$ cat config.mk
export PLATFORM = sky130hd
export DESIGN_NAME = hdlc_irq_status
export DESIGN_NICKNAME = d
export VERILOG_FILES = /design/src/rtl/hdlc_irq_pkg.sv /design/src/rtl/hdlc_evt_latch.sv /design/src/rtl/hdlc_fifo_flags.sv /design/src/rtl/hdlc_bus_fsm.sv /design/src/rtl/hdlc_irq_status.sv
export SDC_FILE = /design/constraint.sdc
export NUM_CORES = 1
export LEC_CHECK = 0
export BUFFER_PORTS_ARGS = -buffer_cell sky130_fd_sc_hd__buf_2
export CAP_MARGIN = 30
export CORE_MARGIN = 4
export CORE_UTILIZATION = 43
export CTS_CLUSTER_DIAMETER = 80
export DETAILED_ROUTE_END_ITERATION = 10
export PLACE_DENSITY = 0.75
export SYNTH_ARGS = -nofsm -noshare
export SYNTH_HDL_FRONTEND = slang
export SYNTH_SLANG_ARGS = --single-unit
$ cat constraint.sdc
create_clock -name clk -period 1.54 [get_ports clk]
set_input_delay 0.077 -clock clk [delete_from_list [all_inputs] [get_ports clk]]
set_output_delay 0.077 -clock clk [all_outputs]
set_load 0.01 [all_outputs]
$ cat src/rtl/hdlc_irq_pkg.sv
package hdlc_irq_pkg;
    localparam int STAT_W = 8;

    localparam int B_RX_END   = 6;
    localparam int B_RX_START = 5;
    localparam int B_RX_HALF  = 4;
    localparam int B_RX_NE    = 3;
    localparam int B_TX_HALF  = 2;
    localparam int B_TX_NF    = 1;
    localparam int B_TX_DONE  = 0;

    localparam logic [7:0] ADDR_STATUS = 8'hB1;
    localparam logic [7:0] ADDR_ENABLE = 8'hB2;

    localparam logic [7:0] USED_BITS = 8'h7F;

    typedef enum logic [2:0] {
        S_IDLE,
        S_RD_STAT,
        S_RD_MASK,
        S_RD_NONE,
        S_WR_MASK,
        S_WR_NONE
    } bus_state_e;
endpackage

$ cat src/rtl/hdlc_evt_latch.sv
module hdlc_evt_latch #(
    parameter int N = 3
) (
    input  logic         clk,
    input  logic         rst_n,
    input  logic [N-1:0] set_i,
    input  logic         clr_i,
    output logic [N-1:0] q_o
);
    for (genvar i = 0; i < N; i++) begin : g_bit
        logic bit_q;
        always_ff @(posedge clk or negedge rst_n) begin
            if (!rst_n) begin
                bit_q <= 1'b0;
            end else begin
                // A set in the clearing cycle wins, so no event is lost.
                bit_q <= set_i[i] | (bit_q & ~clr_i);
            end
        end
        assign q_o[i] = bit_q;
    end
endmodule

$ cat src/rtl/hdlc_fifo_flags.sv
module hdlc_fifo_flags #(
    parameter int DEPTH = 64,
    localparam int CNT_W = $clog2(DEPTH + 1)
) (
    input  logic [CNT_W-1:0] rx_count,
    input  logic [CNT_W-1:0] tx_count,
    output logic             rx_half,
    output logic             rx_ne,
    output logic             tx_half_empty,
    output logic             tx_nf
);
    localparam logic [CNT_W-1:0] HALF = CNT_W'(DEPTH / 2);
    localparam logic [CNT_W-1:0] FULL = CNT_W'(DEPTH);

    always_comb begin
        rx_half       = rx_count > HALF;
        rx_ne         = rx_count != '0;
        tx_half_empty = tx_count < HALF;
        tx_nf         = tx_count < FULL;
    end
endmodule

$ cat src/rtl/hdlc_bus_fsm.sv
module hdlc_bus_fsm
    import hdlc_irq_pkg::*;
(
    input  logic        clk,
    input  logic        rst_n,
    input  logic        bus_rd,
    input  logic        bus_wr,
    input  logic [7:0]  bus_addr,
    input  logic [7:0]  bus_wdata,
    input  logic [7:0]  status_i,
    output logic [7:0]  rdata_o,
    output logic [7:0]  mask_o,
    output logic        clr_o
);
    bus_state_e state_q, state_d;
    logic [7:0] wdata_q;
    logic [7:0] rdata_q;
    logic [7:0] mask_q;

    // Next-state logic
    always_comb begin
        state_d = state_q;
        unique case (state_q)
            S_IDLE: begin
                if (bus_rd) begin
                    if (bus_addr == ADDR_STATUS)      state_d = S_RD_STAT;
                    else if (bus_addr == ADDR_ENABLE) state_d = S_RD_MASK;
                    else                              state_d = S_RD_NONE;
                end else if (bus_wr) begin
                    if (bus_addr == ADDR_ENABLE)      state_d = S_WR_MASK;
                    else                              state_d = S_WR_NONE;
                end
            end
            S_RD_STAT, S_RD_MASK, S_RD_NONE,
            S_WR_MASK, S_WR_NONE: state_d = S_IDLE;
            default: state_d = S_IDLE;
        endcase
    end

    // State register
    always_ff @(posedge clk or negedge rst_n) begin
        if (!rst_n) state_q <= S_IDLE;
        else        state_q <= state_d;
    end

    // Output and data registers
    always_ff @(posedge clk or negedge rst_n) begin
        if (!rst_n) begin
            wdata_q <= '0;
            rdata_q <= '0;
            mask_q  <= '0;
        end else begin
            if (state_q == S_IDLE && bus_wr) wdata_q <= bus_wdata;
            unique case (state_q)
                S_RD_STAT: rdata_q <= status_i & USED_BITS;
                S_RD_MASK: rdata_q <= mask_q;
                S_RD_NONE: rdata_q <= '0;
                S_WR_MASK: mask_q  <= wdata_q & USED_BITS;
                default: ;
            endcase
        end
    end

    always_comb begin
        clr_o   = (state_q == S_RD_STAT);
        rdata_o = rdata_q;
        mask_o  = mask_q;
    end
endmodule

$ cat src/rtl/hdlc_irq_status.sv
module hdlc_irq_status
    import hdlc_irq_pkg::*;
#(
    parameter int FIFO_DEPTH = 64,
    localparam int CNT_W = $clog2(FIFO_DEPTH + 1)
) (
    input  logic             clk,
    input  logic             rst_n,
    input  logic             bus_rd,
    input  logic             bus_wr,
    input  logic [7:0]       bus_addr,
    input  logic [7:0]       bus_wdata,
    output logic [7:0]       bus_rdata,
    input  logic             rx_frame_ok,
    input  logic             rx_crc_err,
    input  logic             rx_overrun,
    input  logic             rx_abort,
    input  logic             rx_open_flag,
    input  logic             tx_msg_done,
    input  logic [CNT_W-1:0] rx_count,
    input  logic [CNT_W-1:0] tx_count,
    output logic             irq_n
);
    logic [2:0] evt_set, evt_q;
    logic       clr_sticky;
    logic       rx_half, rx_ne, tx_half_empty, tx_nf;
    logic [7:0] status_byte;
    logic [7:0] mask_byte;

    assign evt_set = {rx_frame_ok | rx_crc_err | rx_overrun | rx_abort,
                      rx_open_flag, tx_msg_done};

    hdlc_evt_latch #(.N(3)) u_evt (
        .clk   (clk),
        .rst_n (rst_n),
        .set_i (evt_set),
        .clr_i (clr_sticky),
        .q_o   (evt_q)
    );

    hdlc_fifo_flags #(.DEPTH(FIFO_DEPTH)) u_lvl (
        .rx_count      (rx_count),
        .tx_count      (tx_count),
        .rx_half       (rx_half),
        .rx_ne         (rx_ne),
        .tx_half_empty (tx_half_empty),
        .tx_nf         (tx_nf)
    );

    always_comb begin
        status_byte             = '0;
        status_byte[B_RX_END]   = evt_q[2];
        status_byte[B_RX_START] = evt_q[1];
        status_byte[B_RX_HALF]  = rx_half;
        status_byte[B_RX_NE]    = rx_ne;
        status_byte[B_TX_HALF]  = tx_half_empty;
        status_byte[B_TX_NF]    = tx_nf;
        status_byte[B_TX_DONE]  = evt_q[0];
    end

    hdlc_bus_fsm u_bus (
        .clk       (clk),
        .rst_n     (rst_n),
        .bus_rd    (bus_rd),
        .bus_wr    (bus_wr),
        .bus_addr  (bus_addr),
        .bus_wdata (bus_wdata),
        .status_i  (status_byte),
        .rdata_o   (bus_rdata),
        .mask_o    (mask_byte),
        .clr_o     (clr_sticky)
    );

    assign irq_n = ~|(status_byte & mask_byte);
endmodule

==> results list <==
- Outcome: finished with violations
- Violated checks: negative setup slack
- The internal portion of the total power is 1.720 mW.
* Wire length per cell after detailed routing: 13.62 um
- From synthesis to final layout, the design area changed by 34.90%.
- Register area share after synthesis: 0.5416
- After clock tree synthesis, the clock-pin slew on the worst setup and hold paths is 0.14 ns.
- Async S/R FF share, synth: 1.000
- Adder and majority cell fraction of the synthesized area: 0
- STA puts the critical path data required time at 1.46 ns.
- The first global-routing pass estimated 4.664 mm of wire.
- Number of buffers on the longest clock path: 2
- In this run the worst hold path is classified as in2reg.
- Pins Over Slew Limit: 0
- Total via count after detailed routing: 1048
- Of the total power, the share spent switching nets is 0.3420.
- Primary flip-flop cell chosen by synthesis mapping: sky130_fd_sc_hd__dfrtp_1
* DIE AREA: ~3800 sq um
* Most frequent cells in the layout: 41 x sky130_fd_sc_hd__buf_2, 27 x sky130_fd_sc_hd__dfrtp_1, 15 x sky130_fd_sc_hd__dlygate4sd3_1
- CTS tree: done
- Die H: 61.86 um
* Switching component of the power: 893.7 uW
- The worst register-to-register path begins at u_bus.state_q[1].
* Cell Count, Final, Fillers Out: 197
- Number of synthesized register bits: 27
- In the finished design, the share of the clock period the worst path needs comes to 1.086.
* Worst Setup Slack, final: -0.1326 ns
- Worst setup SP type: flip-flop
* Fraction of power consumed by sequential logic: 0.477
* GRT Resource Usage Total: 0.1665
* XOR/XNOR share of the synthesized area: 0
- Cells after Synth: 106
- Vias per Instance: around 5.3
* Count of input and output buffers: 41
* Maximum number of pins on one net before global-route repair: 28
- Final core utilization: 0.6103
* Post-route DRC violation count: 0
* Layout cells sized above 1: 0.4337
* Share of power burned in the clock network: 0.116
- Die outline width: 61.86 um
- Initial Util: 0.4524
- Number of enable flip-flop cells after synthesis: 0
- The endpoint identified for the worst register-to-register timing path is u_bus.mask_o[2].
- Number of antenna violations at the first check in global routing: 0
* Mean Syn Cell Area: 11.77 sq um
- Sum of overflow across all layers after global routing: 0
- Detailed-routing iteration count for the pre-antenna-repair pass: 4
- The initialized floorplan defines 19 standard-cell rows.
* Cells on Worst Hold Path: 3
* Level count of the clock H-tree: 1
* Number of placed instances with taps included: 176
* Final estimated routing congestion in global placement: around 0.79
* Via count of the first global-routing pass: 1030
- CP max FO: 2
* Synthesis Warnings: 0
* Max-cap viol count: 0
* Worst Max-Slew Pin Slew: approximately 0.58 ns
- Across the VDD grid, the largest voltage drop is 1060 uV.
- Worst Setup End Kind: output port
- Root Buffer: sky130_fd_sc_hd__clkbuf_4
* Post-synthesis net count: 146
- I/O pins: 49
- Worst relative slew slack: 0.6126
- Number of buffers inserted during clock tree synthesis: 3
* Mux share of post-synthesis cell area: 0.1424
* Setup CP Type: reg2out
* RSZ-0062 raised after global routing: yes
- Setup violations remaining at the end of the flow were counted as 1.
- Worst Min Path Start: bus_addr[2]
- The first routing iteration left 21 violations.
- Leaving out fill and tap cells, the most frequent cell in the layout is sky130_fd_sc_hd__buf_2.
* Number of sinks driven by the clock tree: 27
- Hold Vio Cnt, Final: 0
* Power Density: 1553 nW/um^2
- Summed over all cells, the static leakage comes to 0.7775 nW.
- Counting distinct cell types in the post-synthesis netlist gives 34.
- Of the total synthesized cell area, the portion taken by AND, OR, NAND and NOR gates is 0.1274.
- The final layout contains 207 nets.
- The final layout contains routed wiring with a total length of 2.683 mm.
* Depth of the worst register-to-register path: 3
- The core region is between 2000 and 3000 sq um.
* Worst-case hold slack: 0.04735 ns
- Reg-to-reg setup timing slack: ~0.15 ns
* Dominant combinational cell family by area after synthesis: compound AO/OA/AOI/OAI gates
- Clock latency on the worst-skew pair, taken at its later pin, is around 0.33 ns.
- For the worst setup path, the data arrival time is 1.60 ns.
- Antenna violation net count after detailed routing: 0
* Final setup skew: 0.007357 ns
* Final antenna diode count: 0
- Max Freq: 597.9 MHz
- After legalization and detailed placement, the total HPWL measured ~2.0 mm.
* Post-synthesis compound-gate area fraction: 0.1494
- The path with the worst hold slack has its endpoint at u_bus.state_q[1].
* Combinational group share of total power: 0.407
* Total standard cell area after synthesis: roughly 1200 sq um
* Final min period: 1.673 ns
## timing repair
item	in CTS	in global routing
pin swaps	2	2
endpoints found under the hold margin	40	0
gates resized for setup	0	2
gates cloned	0	0
buffers inserted	2	0
endpoints found under the setup margin	1	9
hold buffers	15	0
## how the worst max path moves through the flow
stage                               from               end  cells after the start
global placement        u_bus.state_q[1]   u_bus.mask_o[4]                      3
floorplan               u_bus.state_q[1]  u_bus.wdata_q[0]                      5
CTS                      u_bus.mask_o[6]             irq_n                      3
finish              u_evt.g_bit[2].bit_q             irq_n                      3
detailed placement      u_bus.state_q[1]   u_bus.mask_o[2]                      3
global route        u_evt.g_bit[2].bit_q             irq_n                      3
## cell families (layout without fill, tap and decap cells)
group                  Yosys count  after routing
AO/OA/AOI/OAI                   28             28
buffers and inverters            9             69
flip-flops                      27             27
multiplexers                    16             16
other                            1              1
AND/OR/NAND/NOR                 25             25
## metrics by stage
stage | instance area [sq um] | TNS [ns] | worst slack [ns] | power, mW
3_5_place_dp | 1488 | 0 | 0.07599 | 2.286
4_1_cts | 1680 | -0.1165 | -0.1165 | 2.639
2_1_floorplan | 1247 | 0 | 0.09493 | 1.925
3_3_place_gp | 1488 | 0 | 0.1238 | 2.216
5_1_grt | 1683 | -0.1540 | -0.1540 | 2.838
6_report | 1683 | -0.1326 | -0.1326 | 2.613
## final cells by class
class / count / area (sq um)
Fill cell: 237 / 1075
Timing Repair Buffer: 62 / 400.4
Sequential cell: 27 / 675.6
Clock buffer: 3 / 22.52
Clock inverter: 1 / 5.005
Tap cell: 31 / 38.79
Inverter: 3 / 11.26
Multi-Input combinational cell: 70 / 529.3
## layer usage
metal  part of all wire  up-vias  GRT usage
li1                   -      510          -
met1               0.39      500     0.2191
met2               0.51       33     0.2735
met3              0.069        5    0.02893
met4              0.022        0    0.06667
met5                  0        -          0
## sequential cells by signal (all words and copies together) (netlist names)
| name | cells |
|---|---|
| u_bus.wdata_q | 7 |
| u_bus.state_q | 3 |
| u_bus.rdata_o | 7 |
| u_bus.mask_o | 7 |
| u_evt.g_bit.bit_q | 3 |
## synthesized netlist by cell type (2+ instances only)
library cell               instances  area (sq um)
sky130_fd_sc_hd__nor2b_1           5         31.28
sky130_fd_sc_hd__buf_4             2         15.01
sky130_fd_sc_hd__a21o_1            2         15.01
sky130_fd_sc_hd__o21ai_0           7         35.03
sky130_fd_sc_hd__a31oi_1           2         12.51
sky130_fd_sc_hd__a22oi_1           4         30.03
sky130_fd_sc_hd__buf_2             2         10.01
sky130_fd_sc_hd__inv_1             3         11.26
sky130_fd_sc_hd__nor2_1            2         7.510
sky130_fd_sc_hd__mux2_2           14         157.7
sky130_fd_sc_hd__mux2i_1           2         20.02
sky130_fd_sc_hd__a21oi_1           5         25.02
sky130_fd_sc_hd__nor3_1            3         15.01
sky130_fd_sc_hd__dfrtp_1          27         675.7
sky130_fd_sc_hd__o211ai_1          2         15.01
sky130_fd_sc_hd__nand2_1           5         18.77
sky130_fd_sc_hd__and2_1            2         12.51
## worst max-delay path: stages (launching register included)
cell                       delay [ns]
sky130_fd_sc_hd__dfrtp_1         0.42
sky130_fd_sc_hd__a222oi_1        0.46
sky130_fd_sc_hd__o2111a_1        0.26
sky130_fd_sc_hd__buf_2           0.13
## power groups by stage
stage / combinational (mW) / sequential, mW / clock, mW
after floorplan: 0.679 / 1.25 / 0
after global placement: 0.960 / 1.26 / 0
after detailed placement: 1.01 / 1.27 / 0
after CTS: 1.07 / 1.25 / 0.322
after global routing: 1.19 / 1.30 / 0.346
final: 1.06 / 1.25 / 0.304
Power figures use the tool's default switching activity.
